$ cat config.mk
export PLATFORM = sky130hd
export DESIGN_NAME = blkchk_engine
export DESIGN_NICKNAME = d
export VERILOG_FILES = /design/src/rtl/blkchk_pkg.sv /design/src/rtl/blkchk_crc.sv /design/src/rtl/blkchk_lrc.sv /design/src/rtl/blkchk_append.sv /design/src/rtl/blkchk_engine.sv
export SDC_FILE = /design/constraint.sdc
export NUM_CORES = 1
export LEC_CHECK = 0
export BUFFER_PORTS_ARGS = -buffer_cell sky130_fd_sc_hd__buf_2
export CORE_MARGIN = 1.5
export CORE_UTILIZATION = 56
export DETAILED_ROUTE_END_ITERATION = 7
export MAX_ROUTING_LAYER = met4
export PLACE_DENSITY_LB_ADDON = 0.08
export REMOVE_ABC_BUFFERS = 1
export SLEW_MARGIN = 5
export SYNTH_ARGS = -nofsm -noshare
export SYNTH_HDL_FRONTEND = slang
export SYNTH_SLANG_ARGS = --single-unit
$ cat constraint.sdc
create_clock -name clk -period 1.7 [get_ports clk]
set_input_delay 0.085 -clock clk [delete_from_list [all_inputs] [get_ports clk]]
set_output_delay 0.085 -clock clk [all_outputs]
set_load 0.01 [all_outputs]
$ cat src/rtl/blkchk_pkg.sv
package blkchk_pkg;

  localparam int BYTE_W = 8;

  typedef logic [BYTE_W-1:0] byte_t;

  typedef enum logic [1:0] {
    APP_IDLE = 2'd0,
    APP_SEND = 2'd1,
    APP_DONE = 2'd2
  } app_state_e;

  // mirror the bit order of one byte
  function automatic byte_t rev_byte(input byte_t b);
    byte_t r;
    for (int i = 0; i < BYTE_W; i++) r[i] = b[BYTE_W-1-i];
    return r;
  endfunction

endpackage

$ cat src/rtl/blkchk_crc.sv
module blkchk_crc
  import blkchk_pkg::*;
#(
  parameter int                CRC_W     = 16,
  parameter logic [CRC_W-1:0]  POLY      = 16'h1021,
  parameter logic [CRC_W-1:0]  PRESET    = 16'hFFFF,
  parameter logic [CRC_W-1:0]  RES_PLAIN = 16'h0000,
  parameter logic [CRC_W-1:0]  RES_INV   = 16'h1D0F
) (
  input  logic             clk,
  input  logic             rst_n,
  input  logic             blk_start,
  input  logic             byte_vld,
  input  byte_t            byte_in,
  input  logic             crc_en,
  input  logic             in_rev,
  input  logic             out_rev,
  input  logic             out_inv,
  output logic [CRC_W-1:0] crc_val,
  output logic             crc_ok
);

  localparam int NBYTES = CRC_W / BYTE_W;

  logic [CRC_W-1:0] crc_q, crc_d, base;
  logic [CRC_W-1:0] flipped;
  logic             crc_ld;
  byte_t            din_m;

  // one byte, most significant bit first
  function automatic logic [CRC_W-1:0] crc_step(input logic [CRC_W-1:0] c_in,
                                                input byte_t d);
    logic [CRC_W-1:0] c;
    logic             fb;
    c = c_in;
    for (int i = BYTE_W-1; i >= 0; i--) begin
      fb = c[CRC_W-1] ^ d[i];
      c  = {c[CRC_W-2:0], 1'b0};
      if (fb) c = c ^ POLY;
    end
    return c;
  endfunction

  assign din_m  = in_rev ? rev_byte(byte_in) : byte_in;
  assign crc_ld = blk_start | (byte_vld & crc_en);

  always_comb begin
    base  = blk_start ? PRESET : crc_q;
    crc_d = base;
    if (byte_vld && crc_en) crc_d = crc_step(base, din_m);
  end

  always_ff @(posedge clk or negedge rst_n) begin
    if (!rst_n)      crc_q <= PRESET;
    else if (crc_ld) crc_q <= crc_d;
  end

  // output shaping: per-byte reversal, then inversion
  for (genvar g = 0; g < NBYTES; g++) begin : g_oflip
    assign flipped[g*BYTE_W +: BYTE_W] =
      out_rev ? rev_byte(crc_q[g*BYTE_W +: BYTE_W]) : crc_q[g*BYTE_W +: BYTE_W];
  end

  assign crc_val = out_inv ? ~flipped : flipped;
  assign crc_ok  = crc_en && (crc_q == (out_inv ? RES_INV : RES_PLAIN));

  AST_CRC_HOLD: assert property (@(posedge clk) disable iff (!rst_n)
    (!byte_vld && !blk_start) |=> $stable(crc_q));
  AST_CRC_PRESET: assert property (@(posedge clk) disable iff (!rst_n)
    (blk_start && !byte_vld) |=> (crc_q == PRESET));
  AST_CRC_OFF_HOLD: assert property (@(posedge clk) disable iff (!rst_n)
    (!crc_en && !blk_start) |=> $stable(crc_q));
  AST_CRC_OK_GATED: assert property (@(posedge clk) disable iff (!rst_n)
    crc_ok |-> crc_en);

endmodule

$ cat src/rtl/blkchk_lrc.sv
module blkchk_lrc
  import blkchk_pkg::*;
(
  input  logic  clk,
  input  logic  rst_n,
  input  logic  blk_start,
  input  logic  byte_vld,
  input  byte_t byte_in,
  input  logic  lrc_en,
  output byte_t lrc_val,
  output logic  lrc_ok
);

  byte_t lrc_q, lrc_d;
  logic  lrc_ld;

  assign lrc_ld = blk_start | (byte_vld & lrc_en);

  always_comb begin
    lrc_d = blk_start ? '0 : lrc_q;
    if (byte_vld && lrc_en) lrc_d = lrc_d ^ byte_in;
  end

  always_ff @(posedge clk or negedge rst_n) begin
    if (!rst_n)      lrc_q <= '0;
    else if (lrc_ld) lrc_q <= lrc_d;
  end

  assign lrc_val = lrc_q;
  assign lrc_ok  = lrc_en && (lrc_q == '0);

  AST_LRC_CLEAR: assert property (@(posedge clk) disable iff (!rst_n)
    (blk_start && !byte_vld) |=> (lrc_val == '0));
  AST_LRC_HOLD: assert property (@(posedge clk) disable iff (!rst_n)
    (!byte_vld && !blk_start) |=> $stable(lrc_q));
  AST_LRC_OFF_HOLD: assert property (@(posedge clk) disable iff (!rst_n)
    (!lrc_en && !blk_start) |=> $stable(lrc_q));

endmodule

$ cat src/rtl/blkchk_append.sv
module blkchk_append
  import blkchk_pkg::*;
#(
  parameter int CRC_W = 16
) (
  input  logic             clk,
  input  logic             rst_n,
  input  logic             blk_start,
  input  logic             app_en,
  input  logic             tx_empty,
  input  logic             crc_en,
  input  logic             lrc_en,
  input  logic [CRC_W-1:0] crc_val,
  input  byte_t            lrc_val,
  input  logic             app_req,
  output logic             app_vld,
  output byte_t            app_byte,
  output logic             app_done
);

  localparam int NBYTES = CRC_W / BYTE_W;
  localparam int LEFT_W = $clog2(NBYTES + 1);

  app_state_e       state_q, state_d;
  logic [CRC_W-1:0] snap_q, snap_d;
  logic [LEFT_W-1:0] left_q, left_d;
  logic             go;

  assign go = app_en && tx_empty && (crc_en || lrc_en);

  always_comb begin
    state_d = state_q;
    snap_d  = snap_q;
    left_d  = left_q;
    if (blk_start) begin
      state_d = APP_IDLE;
      left_d  = '0;
    end else begin
      unique case (state_q)
        APP_IDLE: if (go) begin
          state_d = APP_SEND;
          if (crc_en) begin
            snap_d = crc_val;
            left_d = LEFT_W'(NBYTES);
          end else begin
            snap_d = {lrc_val, {(CRC_W-BYTE_W){1'b0}}};
            left_d = LEFT_W'(1);
          end
        end
        APP_SEND: if (app_req) begin
          snap_d = snap_q << BYTE_W;
          left_d = left_q - LEFT_W'(1);
          if (left_q == LEFT_W'(1)) state_d = APP_DONE;
        end
        APP_DONE: ;
        default: state_d = APP_IDLE;
      endcase
    end
  end

  always_ff @(posedge clk or negedge rst_n) begin
    if (!rst_n) begin
      state_q <= APP_IDLE;
      snap_q  <= '0;
      left_q  <= '0;
    end else begin
      state_q <= state_d;
      snap_q  <= snap_d;
      left_q  <= left_d;
    end
  end

  assign app_vld  = (state_q == APP_SEND);
  assign app_done = (state_q == APP_DONE);
  assign app_byte = snap_q[CRC_W-1 -: BYTE_W];

  AST_APP_EXCL: assert property (@(posedge clk) disable iff (!rst_n)
    !(app_vld && app_done));
  AST_APP_DONE_HOLD: assert property (@(posedge clk) disable iff (!rst_n)
    (app_done && !blk_start) |=> app_done);
  AST_APP_START_EMPTY: assert property (@(posedge clk) disable iff (!rst_n)
    $rose(app_vld) |-> $past(tx_empty));
  AST_APP_LEFT: assert property (@(posedge clk) disable iff (!rst_n)
    app_vld |-> (left_q != '0));

endmodule

$ cat src/rtl/blkchk_engine.sv
module blkchk_engine
  import blkchk_pkg::*;
#(
  parameter int                CRC_W     = 16,
  parameter logic [CRC_W-1:0]  POLY      = 16'h1021,
  parameter logic [CRC_W-1:0]  PRESET    = 16'hFFFF,
  parameter logic [CRC_W-1:0]  RES_PLAIN = 16'h0000,
  parameter logic [CRC_W-1:0]  RES_INV   = 16'h1D0F
) (
  input  logic             clk,
  input  logic             rst_n,
  input  logic             blk_start,
  input  logic             byte_vld,
  input  logic [7:0]       byte_in,
  input  logic             crc_en,
  input  logic             lrc_en,
  input  logic             in_rev,
  input  logic             out_rev,
  input  logic             out_inv,
  input  logic             app_en,
  input  logic             tx_empty,
  input  logic             app_req,
  output logic [CRC_W-1:0] crc_val,
  output logic [7:0]       lrc_val,
  output logic             crc_ok,
  output logic             lrc_ok,
  output logic             app_vld,
  output logic [7:0]       app_byte,
  output logic             app_done
);

  // reset: asserted asynchronously, released on a clock edge
  logic [1:0] rst_sync_q;
  logic       rst_int_n;

  always_ff @(posedge clk or negedge rst_n) begin
    if (!rst_n) rst_sync_q <= 2'b00;
    else        rst_sync_q <= {rst_sync_q[0], 1'b1};
  end
  assign rst_int_n = rst_sync_q[1];

  blkchk_crc #(
    .CRC_W(CRC_W), .POLY(POLY), .PRESET(PRESET),
    .RES_PLAIN(RES_PLAIN), .RES_INV(RES_INV)
  ) u_crc (
    .clk      (clk),
    .rst_n    (rst_int_n),
    .blk_start(blk_start),
    .byte_vld (byte_vld),
    .byte_in  (byte_in),
    .crc_en   (crc_en),
    .in_rev   (in_rev),
    .out_rev  (out_rev),
    .out_inv  (out_inv),
    .crc_val  (crc_val),
    .crc_ok   (crc_ok)
  );

  blkchk_lrc u_lrc (
    .clk      (clk),
    .rst_n    (rst_int_n),
    .blk_start(blk_start),
    .byte_vld (byte_vld),
    .byte_in  (byte_in),
    .lrc_en   (lrc_en),
    .lrc_val  (lrc_val),
    .lrc_ok   (lrc_ok)
  );

  blkchk_append #(.CRC_W(CRC_W)) u_app (
    .clk      (clk),
    .rst_n    (rst_int_n),
    .blk_start(blk_start),
    .app_en   (app_en),
    .tx_empty (tx_empty),
    .crc_en   (crc_en),
    .lrc_en   (lrc_en),
    .crc_val  (crc_val),
    .lrc_val  (lrc_val),
    .app_req  (app_req),
    .app_vld  (app_vld),
    .app_byte (app_byte),
    .app_done (app_done)
  );

endmodule

==> flow_summary.ini <==
[setup_path]
crit_fanout = 32
crit_type = reg -> reg
regToRegEndpoint = u_app.snap_q[14]$_DFFE_PN0P_
slowest_stage = dfrtp_1
cp-end-kind = register
worstSetupStartpointType = register
rr_worst_depth = 5
rrSetupSlack_ns = 0.08
arrival_ns = 1.85
critPathMaxStageDelay_ns = 0.45
path_cells = nor2b_1, or3_1, buf_12, a211oi_1, a21o_1
endpoint = u_app.snap_q[14]$_DFFE_PN0P_
path_delay_family = simple AND/OR/NAND/NOR gates
regToRegStartpoint = u_app.state_q[0]$_DFFE_PN0P_
crit_buf_inv = 1
setup.worst_path.start = u_app.state_q[0]$_DFFE_PN0P_
cp_num_cells = 5
required_ns = 1.93

[layout]
fin_util_pct = 67.6
drive_gt1_share_pct = 32.3
nNetsFinal = 385
final_common_cell = buf_2
layout_common_cells = 55 x buf_2, 32 x nor2_1, 30 x mux2i_1
area_delta_synth_final_pct = 15.5
diodes = 0
stdcell_count = 435
design_area_mm2 = 0.00349

[sta]
setup_slack_ns = 0.0802
final.setup.tns_ns = 0
drv_slew = 0
slew_headroom_pct = 62.4
fin_crit_sh_pct = 95.3
whs_ns = 0.0161
fmax_ghz = 0.617
tightest_slew_ns = 0.564
fin_crit_ns = 1.62
fin_skew_ns = 0.00839
rsz0062_at_grt = false
setup_viol = 0
hold_viol = 0

[run]
cap_violations = 0

[yosys]
yosysWarningCount = 0
ys_ff_latch = 46
synth_area_leaders = dfrtp_1 25%, dfstp_2 14%, mux2i_1 9.9%
synth_compound_area_share_pct = 12.4
synthMuxAreaShare_pct = 11.3
synth_fa_ha_area_share_pct = 0.413
syn_avg_cell_area_um2 = 9.70
yosysTopAreaCellShare_pct = 24.8
synth_seq_area_share_pct = 38.7
ys_types = 46
synth_top_family_by_area = simple AND/OR/NAND/NOR gates
synth_area_mm2 = 0.00303
yosysTopAreaCell = dfrtp_1
yosys.area_share.simple_pct = 17.0
netlist_instances = 312
synth_xor_area_share_pct = 13.8

[hold_path]
min-delay-path-class = in -> reg

[placed_design]
dp_cells = 423
place_area_mm2 = 0.00335
hpwl_mm = 4.97
place_ws_ns = 0.0848
io_buffer_count = 55
routabilityCongestion = 0.860

[routing]
vias_per_cell = 5.40
drtIter0Drc = 48
via_count = 2351
wl_mm = 6.65
drtPass1Iterations = 4
post_drt_wl_per_cell_um = 15.3
drc = 0
drtAntennaViolNets = 0

[cts]
cts_buffers = 5
clk_pin_slew_worst_paths_ns = 0.08
root_buffer = clkbuf_8
cts_tree = done
cts_sinks = 46
clock_path_buffers = 2
clock_latency_ns = 0.29
cts_max_level = 2

[grt]
grt_first_pass_wirelength_mm = 11.2
grt_max_degree = 45
grt_usage_pct = 24.7
grt_overflow = 0
antenna_found_initial = 0
grt_pass1_vias = 2275

[pwr]
p_total_mw = 3.54
power_density_mw_per_mm2 = 1010
p_leak_nw = 1.63
vdd_drop_max_mv = 0.620

[floorplan]
die_w_um = 76.5
core_mm2 = 0.00517
start_util_pct = 58.5
die_h_um = 76.5
dieArea_mm2 = 0.00585
boundaryPins = 56
rows = 26

[outcome]
status = completed
## how the worst min path moves through the flow
stage	startpoint	endpoint	slack (ns)	cells after the start
final	app_req	u_app.state_q[0]$_DFFE_PN0P_	0.02	2
after global placement	rst_n	rst_sync_q[0]$_DFF_PN0_	-0.13	1
after floorplan	rst_n	rst_sync_q[0]$_DFF_PN0_	-0.21	0
after detailed placement	rst_n	rst_sync_q[0]$_DFF_PN0_	-0.13	1
after global routing	app_req	u_app.state_q[0]$_DFFE_PN0P_	0.02	2
after CTS	app_req	u_app.state_q[0]$_DFFE_PN0P_	0.01	2
## power breakdown
| part | switching, mW | internal (mW) |
|---|---|---|
| Sequential | 0.206 | 1.35 |
| Combinational | 0.668 | 0.624 |
| Clock | 0.355 | 0.329 |
## cell type report
type                       count  area, um2
tap                           70       87.6
timing repair buffer          76        452
multi-input combinational    231       1680
sequential                    46       1170
fill                         433       1680
inverter                       4       15.0
clock buffer                   7       86.3
clock inverter                 1       5.00
## kinds of logic after synthesis
kind of cell    Yosys count
simple gates            101
compound gates           55
flops                    46
xor+xnor                 40
buf+inv                  35
mux                      33
fa+ha+maj                 1
other cells               1
## layer usage
metal / wire [um] / share of wire [%] / GRT usage [%]
met5: 0 / 0 / -
met1: 3110 / 47 / 32.1
met2: 3190 / 48 / 39.2
met3: 179 / 2.7 / 3.35
met4: 164 / 2.5 / 9.63
## registers in the layout (all words and copies together), names as in the netlist
signal	flops
rst_sync_q	2
u_lrc.lrc_val	8
u_app.state_q	2
u_crc.crc_q	16
u_app.left_q	2
u_app.snap_q	16
## synthesized netlist by cell type (all sizes together)
cell	number
nor2	34
mux2i	33
xnor2	33
dfrtp	30
nand2	26
buf	21
dfstp	16
o21ai	13
a211oi	12
nor3	12
clkbuf	10
nor2b	10
a21oi	9
a21o	8
nor4	6
xor2	6
inv	4
nor4b	4
and2	3
o22a	3
a31oi	2
nand4	2
o211ai	2
o21a	2
a311oi	1
conb	1
ha	1
nand2b	1
nand3b	1
nand4b	1
o211a	1
o21bai	1
o31a	1
or3	1
xnor3	1
## timing repair
item                       in CTS  in global routing
setup buffers                   0                  3
hold buffers                    1                  0
setup endpoints to repair       0                  5
resized for setup               0                  3
hold endpoints to repair        2                  0
## worst reg2reg max path, delay by kind of cell, from the launching register on
family	cells	cell delay (ns)
DFF	1	0.45
buffers and inverters	1	0.18
AOI/OAI and AO/OA	2	0.35
and+or+nand+nor	2	0.59
Note: power is estimated with default switching activity, not from simulation.
